$ cat src/rtl/pwr_mode_pkg.sv
// Shared types for the power mode controller.
package pwr_mode_pkg;
    localparam int CKOPT_W = 2;

    typedef enum logic [1:0] {
        MD_RUN  = 2'd0,
        MD_HALT = 2'd1,
        MD_STOP = 2'd2,
        MD_WARM = 2'd3
    } pmode_t;

    typedef struct packed {
        logic osc;
        logic lcd;
        logic btm;
    } keep_t;

    // Clock options 0 and 1 allow the oscillator domain to survive STOP.
    function automatic logic opt_allows_keep(input logic [CKOPT_W-1:0] opt);
        return (opt == CKOPT_W'(0)) || (opt == CKOPT_W'(1));
    endfunction
endpackage

$ cat src/rtl/pwr_keep_sample.sv
// Retention sampler: computes which clocks may survive STOP from the live
// enables and option, and freezes that decision when STOP is entered.
// Assumes capture is a single-cycle pulse issued by the sequencer.
module pwr_keep_sample
    import pwr_mode_pkg::*;
(
    input  logic               clk,
    input  logic               rst_n,
    input  logic               capture,
    input  logic               osc_en,
    input  logic               lcd_en,
    input  logic               btm_en,
    input  logic [CKOPT_W-1:0] clk_opt,
    output keep_t              keep_now,
    output keep_t              keep_q
);
    logic opt_ok;

    // Candidate retention from current settings.
    always_comb begin
        opt_ok       = opt_allows_keep(clk_opt);
        keep_now.osc = osc_en & opt_ok;
        keep_now.lcd = lcd_en & osc_en & opt_ok;
        keep_now.btm = btm_en & osc_en & opt_ok;
    end

    // Freeze retention on STOP entry.
    always_ff @(posedge clk) begin
        if (!rst_n)       keep_q <= '0;
        else if (capture) keep_q <= keep_now;
    end
endmodule

$ cat src/rtl/pwr_wake_eval.sv
// Wake evaluation: merges the interrupt lines and decides which of them
// may end a HALT or a STOP. Purely combinational.
module pwr_wake_eval #(
    parameter int N_MISC = 4
) (
    input  logic              irq_port,
    input  logic              irq_btm,
    input  logic [N_MISC-1:0] irq_misc,
    input  logic              keep_now_btm,
    input  logic              keep_q_btm,
    output logic              any_irq,
    output logic              stop_wake_pend,
    output logic              stop_wake_live
);
    logic [N_MISC:0] misc_chain;

    assign misc_chain[0] = 1'b0;
    // OR chain over the miscellaneous interrupt lines.
    for (genvar g = 0; g < N_MISC; g++) begin : g_misc_or
        assign misc_chain[g+1] = misc_chain[g] | irq_misc[g];
    end

    // Wake qualification for both sleep depths.
    always_comb begin
        any_irq        = irq_port | irq_btm | misc_chain[N_MISC];
        stop_wake_pend = irq_port | (irq_btm & keep_now_btm);
        stop_wake_live = irq_port | (irq_btm & keep_q_btm);
    end
endmodule

$ cat src/rtl/pwr_seq_fsm.sv
// Mode sequencer: RUN / HALT / STOP / WARM state machine with the wake
// event pulse. Assumes wake qualifiers are already computed upstream.
module pwr_seq_fsm
    import pwr_mode_pkg::*;
(
    input  logic   clk,
    input  logic   rst_n,
    input  logic   halt_req,
    input  logic   stop_req,
    input  logic   any_irq,
    input  logic   stop_wake_pend,
    input  logic   stop_wake_live,
    input  logic   warm_done,
    output pmode_t mode,
    output logic   capture,
    output logic   wake_evt
);
    pmode_t mode_d;
    logic   wake_d;

    // Next-state selection.
    always_comb begin
        mode_d  = mode;
        wake_d  = 1'b0;
        capture = 1'b0;
        unique case (mode)
            MD_RUN: begin
                if (stop_req) begin
                    if (!stop_wake_pend) begin
                        mode_d  = MD_STOP;
                        capture = 1'b1;
                    end
                end else if (halt_req && !any_irq) begin
                    mode_d = MD_HALT;
                end
            end
            MD_HALT: if (any_irq) begin
                mode_d = MD_RUN;
                wake_d = 1'b1;
            end
            MD_STOP: if (stop_wake_live) mode_d = MD_WARM;
            MD_WARM: if (warm_done) begin
                mode_d = MD_RUN;
                wake_d = 1'b1;
            end
            default: mode_d = MD_RUN;
        endcase
    end

    // State and wake pulse registers.
    always_ff @(posedge clk) begin
        if (!rst_n) begin
            mode     <= MD_RUN;
            wake_evt <= 1'b0;
        end else begin
            mode     <= mode_d;
            wake_evt <= wake_d;
        end
    end

    a_r3_halt_wake: assert property (@(posedge clk) disable iff (!rst_n)
        (mode == MD_HALT && any_irq) |=> (mode == MD_RUN && wake_evt));
    a_r7_stop_hold: assert property (@(posedge clk) disable iff (!rst_n)
        (mode == MD_STOP && !stop_wake_live) |=> (mode == MD_STOP));
    a_r8_warm_wait: assert property (@(posedge clk) disable iff (!rst_n)
        (mode == MD_WARM && !warm_done) |=> (mode == MD_WARM && !wake_evt));
    a_r9_pending_run: assert property (@(posedge clk) disable iff (!rst_n)
        (mode == MD_RUN && halt_req && any_irq && !(stop_req && !stop_wake_pend))
        |=> (mode == MD_RUN && !wake_evt));
    a_r10_stop_first: assert property (@(posedge clk) disable iff (!rst_n)
        (mode == MD_RUN && stop_req && halt_req && !stop_wake_pend) |=> (mode == MD_STOP));
    a_r11_wake_single: assert property (@(posedge clk) disable iff (!rst_n)
        wake_evt |=> !wake_evt);
endmodule

$ cat src/rtl/pwr_clk_decode.sv
// Clock enable decode: maps the mode and frozen retention onto the
// processor, oscillator and peripheral enables.
module pwr_clk_decode
    import pwr_mode_pkg::*;
(
    input  pmode_t mode,
    input  keep_t  keep_q,
    output logic   cpu_clk_en,
    output logic   osc_clk_en,
    output logic   lcd_clk_en,
    output logic   btm_clk_en,
    output logic   tmr_clk_en,
    output logic   warm_req
);
    logic awake, deep;

    // Enable decode per mode.
    always_comb begin
        awake      = (mode == MD_RUN) || (mode == MD_HALT);
        deep       = (mode == MD_STOP) || (mode == MD_WARM);
        cpu_clk_en = (mode == MD_RUN);
        warm_req   = (mode == MD_WARM);
        osc_clk_en = awake || (mode == MD_WARM) || (deep && keep_q.osc);
        lcd_clk_en = awake || (deep && keep_q.lcd);
        btm_clk_en = awake || (deep && keep_q.btm);
        tmr_clk_en = awake;
    end
endmodule

$ cat src/rtl/pwr_mode_ctl.sv
// HALT/STOP power mode controller top. Assumes halt_req/stop_req are
// single-cycle strobes and interrupt lines are levels held until serviced.
module pwr_mode_ctl
    import pwr_mode_pkg::*;
#(
    parameter int N_MISC = 4
) (
    input  logic              clk,
    input  logic              rst_n,
    input  logic              halt_req,
    input  logic              stop_req,
    input  logic              irq_port,
    input  logic              irq_btm,
    input  logic [N_MISC-1:0] irq_misc,
    input  logic              osc_en,
    input  logic              lcd_en,
    input  logic              btm_en,
    input  logic [1:0]        clk_opt,
    input  logic              warm_done,
    output logic              cpu_clk_en,
    output logic              osc_clk_en,
    output logic              lcd_clk_en,
    output logic              btm_clk_en,
    output logic              tmr_clk_en,
    output logic              warm_req,
    output logic              wake_evt
);
    pmode_t mode;
    keep_t  keep_now, keep_q;
    logic   capture, any_irq, stop_wake_pend, stop_wake_live;

    pwr_keep_sample u_keep (
        .clk(clk), .rst_n(rst_n), .capture(capture),
        .osc_en(osc_en), .lcd_en(lcd_en), .btm_en(btm_en), .clk_opt(clk_opt),
        .keep_now(keep_now), .keep_q(keep_q)
    );

    pwr_wake_eval #(.N_MISC(N_MISC)) u_wake (
        .irq_port(irq_port), .irq_btm(irq_btm), .irq_misc(irq_misc),
        .keep_now_btm(keep_now.btm), .keep_q_btm(keep_q.btm),
        .any_irq(any_irq), .stop_wake_pend(stop_wake_pend),
        .stop_wake_live(stop_wake_live)
    );

    pwr_seq_fsm u_fsm (
        .clk(clk), .rst_n(rst_n), .halt_req(halt_req), .stop_req(stop_req),
        .any_irq(any_irq), .stop_wake_pend(stop_wake_pend),
        .stop_wake_live(stop_wake_live), .warm_done(warm_done),
        .mode(mode), .capture(capture), .wake_evt(wake_evt)
    );

    pwr_clk_decode u_dec (
        .mode(mode), .keep_q(keep_q),
        .cpu_clk_en(cpu_clk_en), .osc_clk_en(osc_clk_en), .lcd_clk_en(lcd_clk_en),
        .btm_clk_en(btm_clk_en), .tmr_clk_en(tmr_clk_en), .warm_req(warm_req)
    );

    a_r5_keep_frozen: assert property (@(posedge clk) disable iff (!rst_n)
        (mode == MD_STOP || mode == MD_WARM) |=> $stable(keep_q));
    a_r6_warm_osc: assert property (@(posedge clk) disable iff (!rst_n)
        (mode == MD_STOP && stop_wake_live) |=> (warm_req && osc_clk_en && !cpu_clk_en));
endmodule

$ cat config.mk
export PLATFORM = sky130hd
export DESIGN_NAME = pwr_mode_ctl
export DESIGN_NICKNAME = d
export VERILOG_FILES = /design/src/rtl/pwr_mode_pkg.sv /design/src/rtl/pwr_keep_sample.sv /design/src/rtl/pwr_wake_eval.sv /design/src/rtl/pwr_seq_fsm.sv /design/src/rtl/pwr_clk_decode.sv /design/src/rtl/pwr_mode_ctl.sv
export SDC_FILE = /design/constraint.sdc
export NUM_CORES = 1
export LEC_CHECK = 0
export BUFFER_PORTS_ARGS = -buffer_cell sky130_fd_sc_hd__buf_2
export CAP_MARGIN = 20
export CORE_AREA = 2 2 39 41
export CTS_BUF_LIST = sky130_fd_sc_hd__clkbuf_8
export CTS_CLUSTER_DIAMETER = 120
export CTS_CLUSTER_SIZE = 8
export DETAILED_ROUTE_END_ITERATION = 16
export DIE_AREA = 0 0 41 43
export PLACE_DENSITY = 0.61
export SYNTH_ARGS = -nofsm -noshare
export SYNTH_HDL_FRONTEND = slang
export SYNTH_SLANG_ARGS = --single-unit
$ cat constraint.sdc
create_clock -name clk -period 1.25 [get_ports clk]
set_input_delay 0.125 -clock clk [delete_from_list [all_inputs] [get_ports clk]]
set_output_delay 0.125 -clock clk [all_outputs]
set_load 0.03 [all_outputs]
**Yosys cells after proc, flatten, opt, wreduce, memory -nomap -nowiden**

Cells that the tools add are included.

- Multiplexer cells: 13
- Equality and inequality tests: 9
- Reductions and logical operators: 15
- Bitwise logic cells: 14

Operators by type and width:

| kind | count |
|---|---|
| 2-bit 2-to-1 mux | 6 |
| 2-bit one-hot mux with 4 select lines | 1 |
| 1-bit bitwise AND | 7 |
| 1-bit logical OR | 7 |
| 1-bit bitwise OR | 7 |
| 2-bit inequality test (second input constant) | 3 |
| 1-bit 2-to-1 mux | 5 |
| 5-bit AND reduction | 1 |
| 2-bit by 1-bit == test with 1-bit output (second input constant) | 2 |
| 2-bit == test (second input constant) | 2 |
| 1-bit logical AND | 4 |
| 2-bit logical NOT | 2 |
| 3-bit by 2-bit inequality test with 1-bit output (second input constant) | 1 |
| 3-bit inequality test (second input constant) | 1 |
| 1-bit one-hot mux with 2 select lines | 1 |
| 1-bit logical NOT | 1 |

- Bits of input ports: 16
- Flip-flop bits (word level): 6
- Output and inout port bits: 7
- Logic and storage cells: 56

**Logic depth before layout (Yosys ltp)**

- Depth in word-level cells: 9
- Depth in mapped cells: 3
- Mapped depth without buffers: 3

**Cells and area by module**

From an unflattened synthesis, not the netlist that was laid out.

- Cell total of the unflattened synthesis: 45
- Area total of the unflattened synthesis: 392.9 um2

Modules (own cells, without submodules):

| module | cells an instance | area each (um2) | sequential area each (um2) | times used |
|---|---|---|---|---|
| pwr_seq_fsm | 18 | 170.2 | 60.1 | 1 |
| pwr_keep_sample | 16 | 148.9 | 60.1 | 1 |
| pwr_clk_decode | 6 | 38.8 | 0.0 | 1 |
| pwr_wake_eval | 5 | 35.0 | 0.0 | 1 |

**Least setup slack after synthesis**

Ideal clock, no wire load.

- Path type: reg-to-output
- From: register u_fsm.mode[1]
- To: output osc_clk_en
- Buffers on the path: 0
- Required time: 1.125 ns
- Slack: -0.070 ns
- Arrival: 1.195 ns
- Stages on the path, launching flop included: 3
- Cells stage by stage: dfxtp_1 inv_1 or3_1

- Cells in the longest elaborated chain, start to end: 4
- Elaborated cells between the ends (all ways): 9
- Classes of those cells: eq/ne: 3; reduce/logical: 6

Ends and longest elaborated chain:

| element | RTL line | source |
|---|---|---|
| from (decl) | pwr_seq_fsm.sv:14 | `output pmode_t mode,` |
| from (signal assigned) | pwr_seq_fsm.sv:56 | `mode <= mode_d;` |
| 2-bit by 1-bit == test with 1-bit output or 2-bit logical NOT (tied branches) | pwr_clk_decode.sv:19 | `awake = (mode == MD_RUN) \|\| (mode == MD_HALT);` |
| 1-bit logical OR * | pwr_clk_decode.sv:19 |  |
| via tmr_clk_en | pwr_mode_ctl.sv:24 | `output logic tmr_clk_en,` |
| 1-bit logical OR * (2 in a row) | pwr_clk_decode.sv:23 | `osc_clk_en = awake \|\| (mode == MD_WARM) \|\| (deep && keep_q.osc);` |
| to (decl) | pwr_mode_ctl.sv:21 | `output logic osc_clk_en,` |

The timed path passes the listed nets; every way through them passes the cells marked *.

**Worst setup path in the final report**

- From: register u_fsm.mode[0]
- To: output osc_clk_en

- Cells in the longest elaborated chain, start to end: 4
- Elaborated cells between the ends (all ways): 9
- Classes of those cells: eq/ne: 3; reduce/logical: 6

Ends and longest elaborated chain:

| element | RTL line |
|---|---|
| 2-bit by 1-bit == test with 1-bit output (tied with other cells) | pwr_clk_decode.sv:19 |
| 1-bit logical OR, on equally long branches | pwr_clk_decode.sv:19, pwr_clk_decode.sv:20 |
| 1-bit logical OR or 1-bit logical AND (tied branches) | pwr_clk_decode.sv:23 |
| 1-bit logical OR * | pwr_clk_decode.sv:23 |

Every way passes the cells marked *; elsewhere a longest branch is shown, timed or not.

==> reports/metrics.yaml <==
numPortBuffers: 21
netlist.area_leader.share_pct: 34.3
clkTransAtPathRegs_ps: 40
busiest_layer: "met2"
synth_nets: 56
fin_skew_ps: 1.79
maxSlewHeadroom_pct: 85.1
tns_ps: 0
setup_violations: 0
globalRouteMet3Util_pct: 7.85
dp.cells: 77
dieHeight_um: 43
cp.arrival_ps: 1090
postPlaceCellArea_um2: 477
initial_core_util_pct: 25.3
finalInstanceArea_um2: 536
grt-ovfl-total: 0
holdWs_ps: 162
crit_path_end_kind: "primary output"
ys_seq_elements: 6
hold_violations: 0
cts_tree: "done"
layout.nets: 83
die-area_mm2: 0.00176
yosysTopAreaCell: "dfxtp_1"
synth_cell_types: 22
dieWidth_um: 41
ios: 23
syn_area_um2: 350
drtPass1Iterations: 4
synthTopCellsByCount: "dfxtp_1, nand2_1, inv_1, mux2i_1"
cp_slowest_cell: "or3_4"
core-area_mm2: 0.00138
irDropWorstVdd_uv: 448
wl_per_cell_um: 10.1
drtIter0Drc: 7
holdCritPathClass: "input port to flip-flop"
routed_wl_um: 822
internal-power_uw: 458
synth_top_flop_cell: "dfxtp_1"
synth_area_leaders: "dfxtp_1, mux2i_1, nand2_1"
nFillCells: 150
timing.final.crit_share_pct: 97.6
antenna_cells: 0
ys_seq_area_share_pct: 34.3
switching_share_pct: 24.9
area_growth_pct: 52.9
grtUsageTotal_pct: 12.0
via_per_inst: 4.56
synth.yosys.warnings: 0
synth_edf_count: 0
cp-start-kind: "flip-flop"
use_met2_pct: 17.8
met1_usage_pct: 12.3
hpwl_um: 676
clock_latency_ps: 220
outcome: "complete, no violations"
p_sw_uw: 152
place_congestion: 0.651
p_leak_nw: 0.257
syn_inst: 40
cp_slowest_stage_delay_ps: 390
seqPwrFrac_pct: 33.0
synthArstFlopShare_pct: 0
p_per_area_mw_per_mm2: 1140
path_buf_inv: 1
drive_gt1_share_pct: 52.3
stdcell_count: 81
htreeDepth: 1
antenna_found_initial: 0
worst_pin_slew_ps: 222
cts_buffer_depth: 2
syn_avg_cell_area_um2: 8.76
grt_max_degree: 10
via_count: 369
fin_crit_ps: 1220
numCtsBuffers: 3
cts_root_buf: "clkbuf_8"
grt_pass1_vias: 342
slew_violations: 0
cp_max_fo: 5
pwr-share-comb_pct: 20.2
power_frac_clock_pct: 46.8
rsz0062_at_grt: "false"
critPathRequiredTime_ps: 1120
drc: 0
postRouteAntennaNets: 0
rows: 14
max_freq_mhz: 820
critPathKind: "flip-flop to primary output"
grt_pass1_wl_um: 1380
cts.sinks: 6
path_cells: "or3_4 > buf_6"
path_delay_family: "simple AND/OR/NAND/NOR gates"
max-cap-violations: 0
-- registers in the layout, indices dropped and copies added (netlist names) --
register	count
u_fsm.mode	2
u_keep.keep_q	3
u_fsm.wake_evt	1
-- through the flow --
stage	utilization, %	setup slack [ps]	power [mW]
after global placement	34.4	55.3	0.319
after detailed placement	34.4	61.6	0.321
after floorplan	-	12.1	0.276
after CTS	38.4	6.88	0.620
after global routing	38.7	3.38	0.643
final	38.7	30.0	0.610
-- worst paths after layout --
path | slack (ps) | cells past startpoint | startpoint | to
worst max register to register | 110 | 4 | u_fsm.mode[1] | u_fsm.mode[0]
worst min-delay path | 160 | 3 | lcd_en | u_keep.keep_q[1]
worst max-delay path | 30 | 2 | u_fsm.mode[0] | osc_clk_en
worst min register to register | 450 | 2 | u_keep.keep_q[1] | u_keep.keep_q[1]
-- placed cells by master (no fill, tap or decap), types with 2 or more instances in the layout --
cell type	n
buf_2	20
nand2_1	6
dfxtp_1	5
mux2i_1	3
clkbuf_8	3
nand2b_1	2
nor2b_1	2
nand3_1	2
inv_1	2
a31oi_1	2
buf_4	2
-- routing by layer --
layer | up-vias | wire length [um]
li1 | 195 | -
met1 | 160 | 339
met2 | 14 | 394
met3 | 0 | 88
met4 | 0 | 0
met5 | - | 0
-- area by class of cell --
type | count | area, um2 | share of cell area [%]
Timing Repair Buffer | 23 | 126 | 23.6
Sequential cell | 6 | 124 | 23.1
Inverter | 3 | 11.3 | 2.10
Clock buffer | 3 | 41.3 | 7.71
Tap cell | 16 | 20.0 | 3.74
Multi-Input combinational cell | 30 | 213 | 39.7
-- repair_timing --
item                                    CTS  global route
setup buffers                             1             0
resized for setup                         3             1
endpoints found under the setup margin    1             1
hold buffers                              0             0
-- power by group through the flow --
stage	Sequential (mW)	Clock, mW	Combinational (mW)
4_1_cts	0.201	0.297	0.122
2_1_floorplan	0.208	0	0.0674
3_5_place_dp	0.208	0	0.114
3_3_place_gp	0.208	0	0.112
6_report	0.201	0.285	0.123
5_1_grt	0.202	0.306	0.135
-- worst register-to-register path, delay by kind of cell (launching register included) --
kind	cells	cell delay (ps)
buffers and inverters	2	290
DFF	1	330
AOI/OAI and AO/OA	1	180
and+or+nand+nor	1	280
-- logic make-up after synthesis --
kind of cell / after synthesis / synth area share [%]
simple gates: 22 / 40.7
flops: 6 / 34.3
compound gates: 5 / 10.0
buf+inv: 4 / 6.43
mux: 3 / 8.57
(Power assumes the default switching activity.)
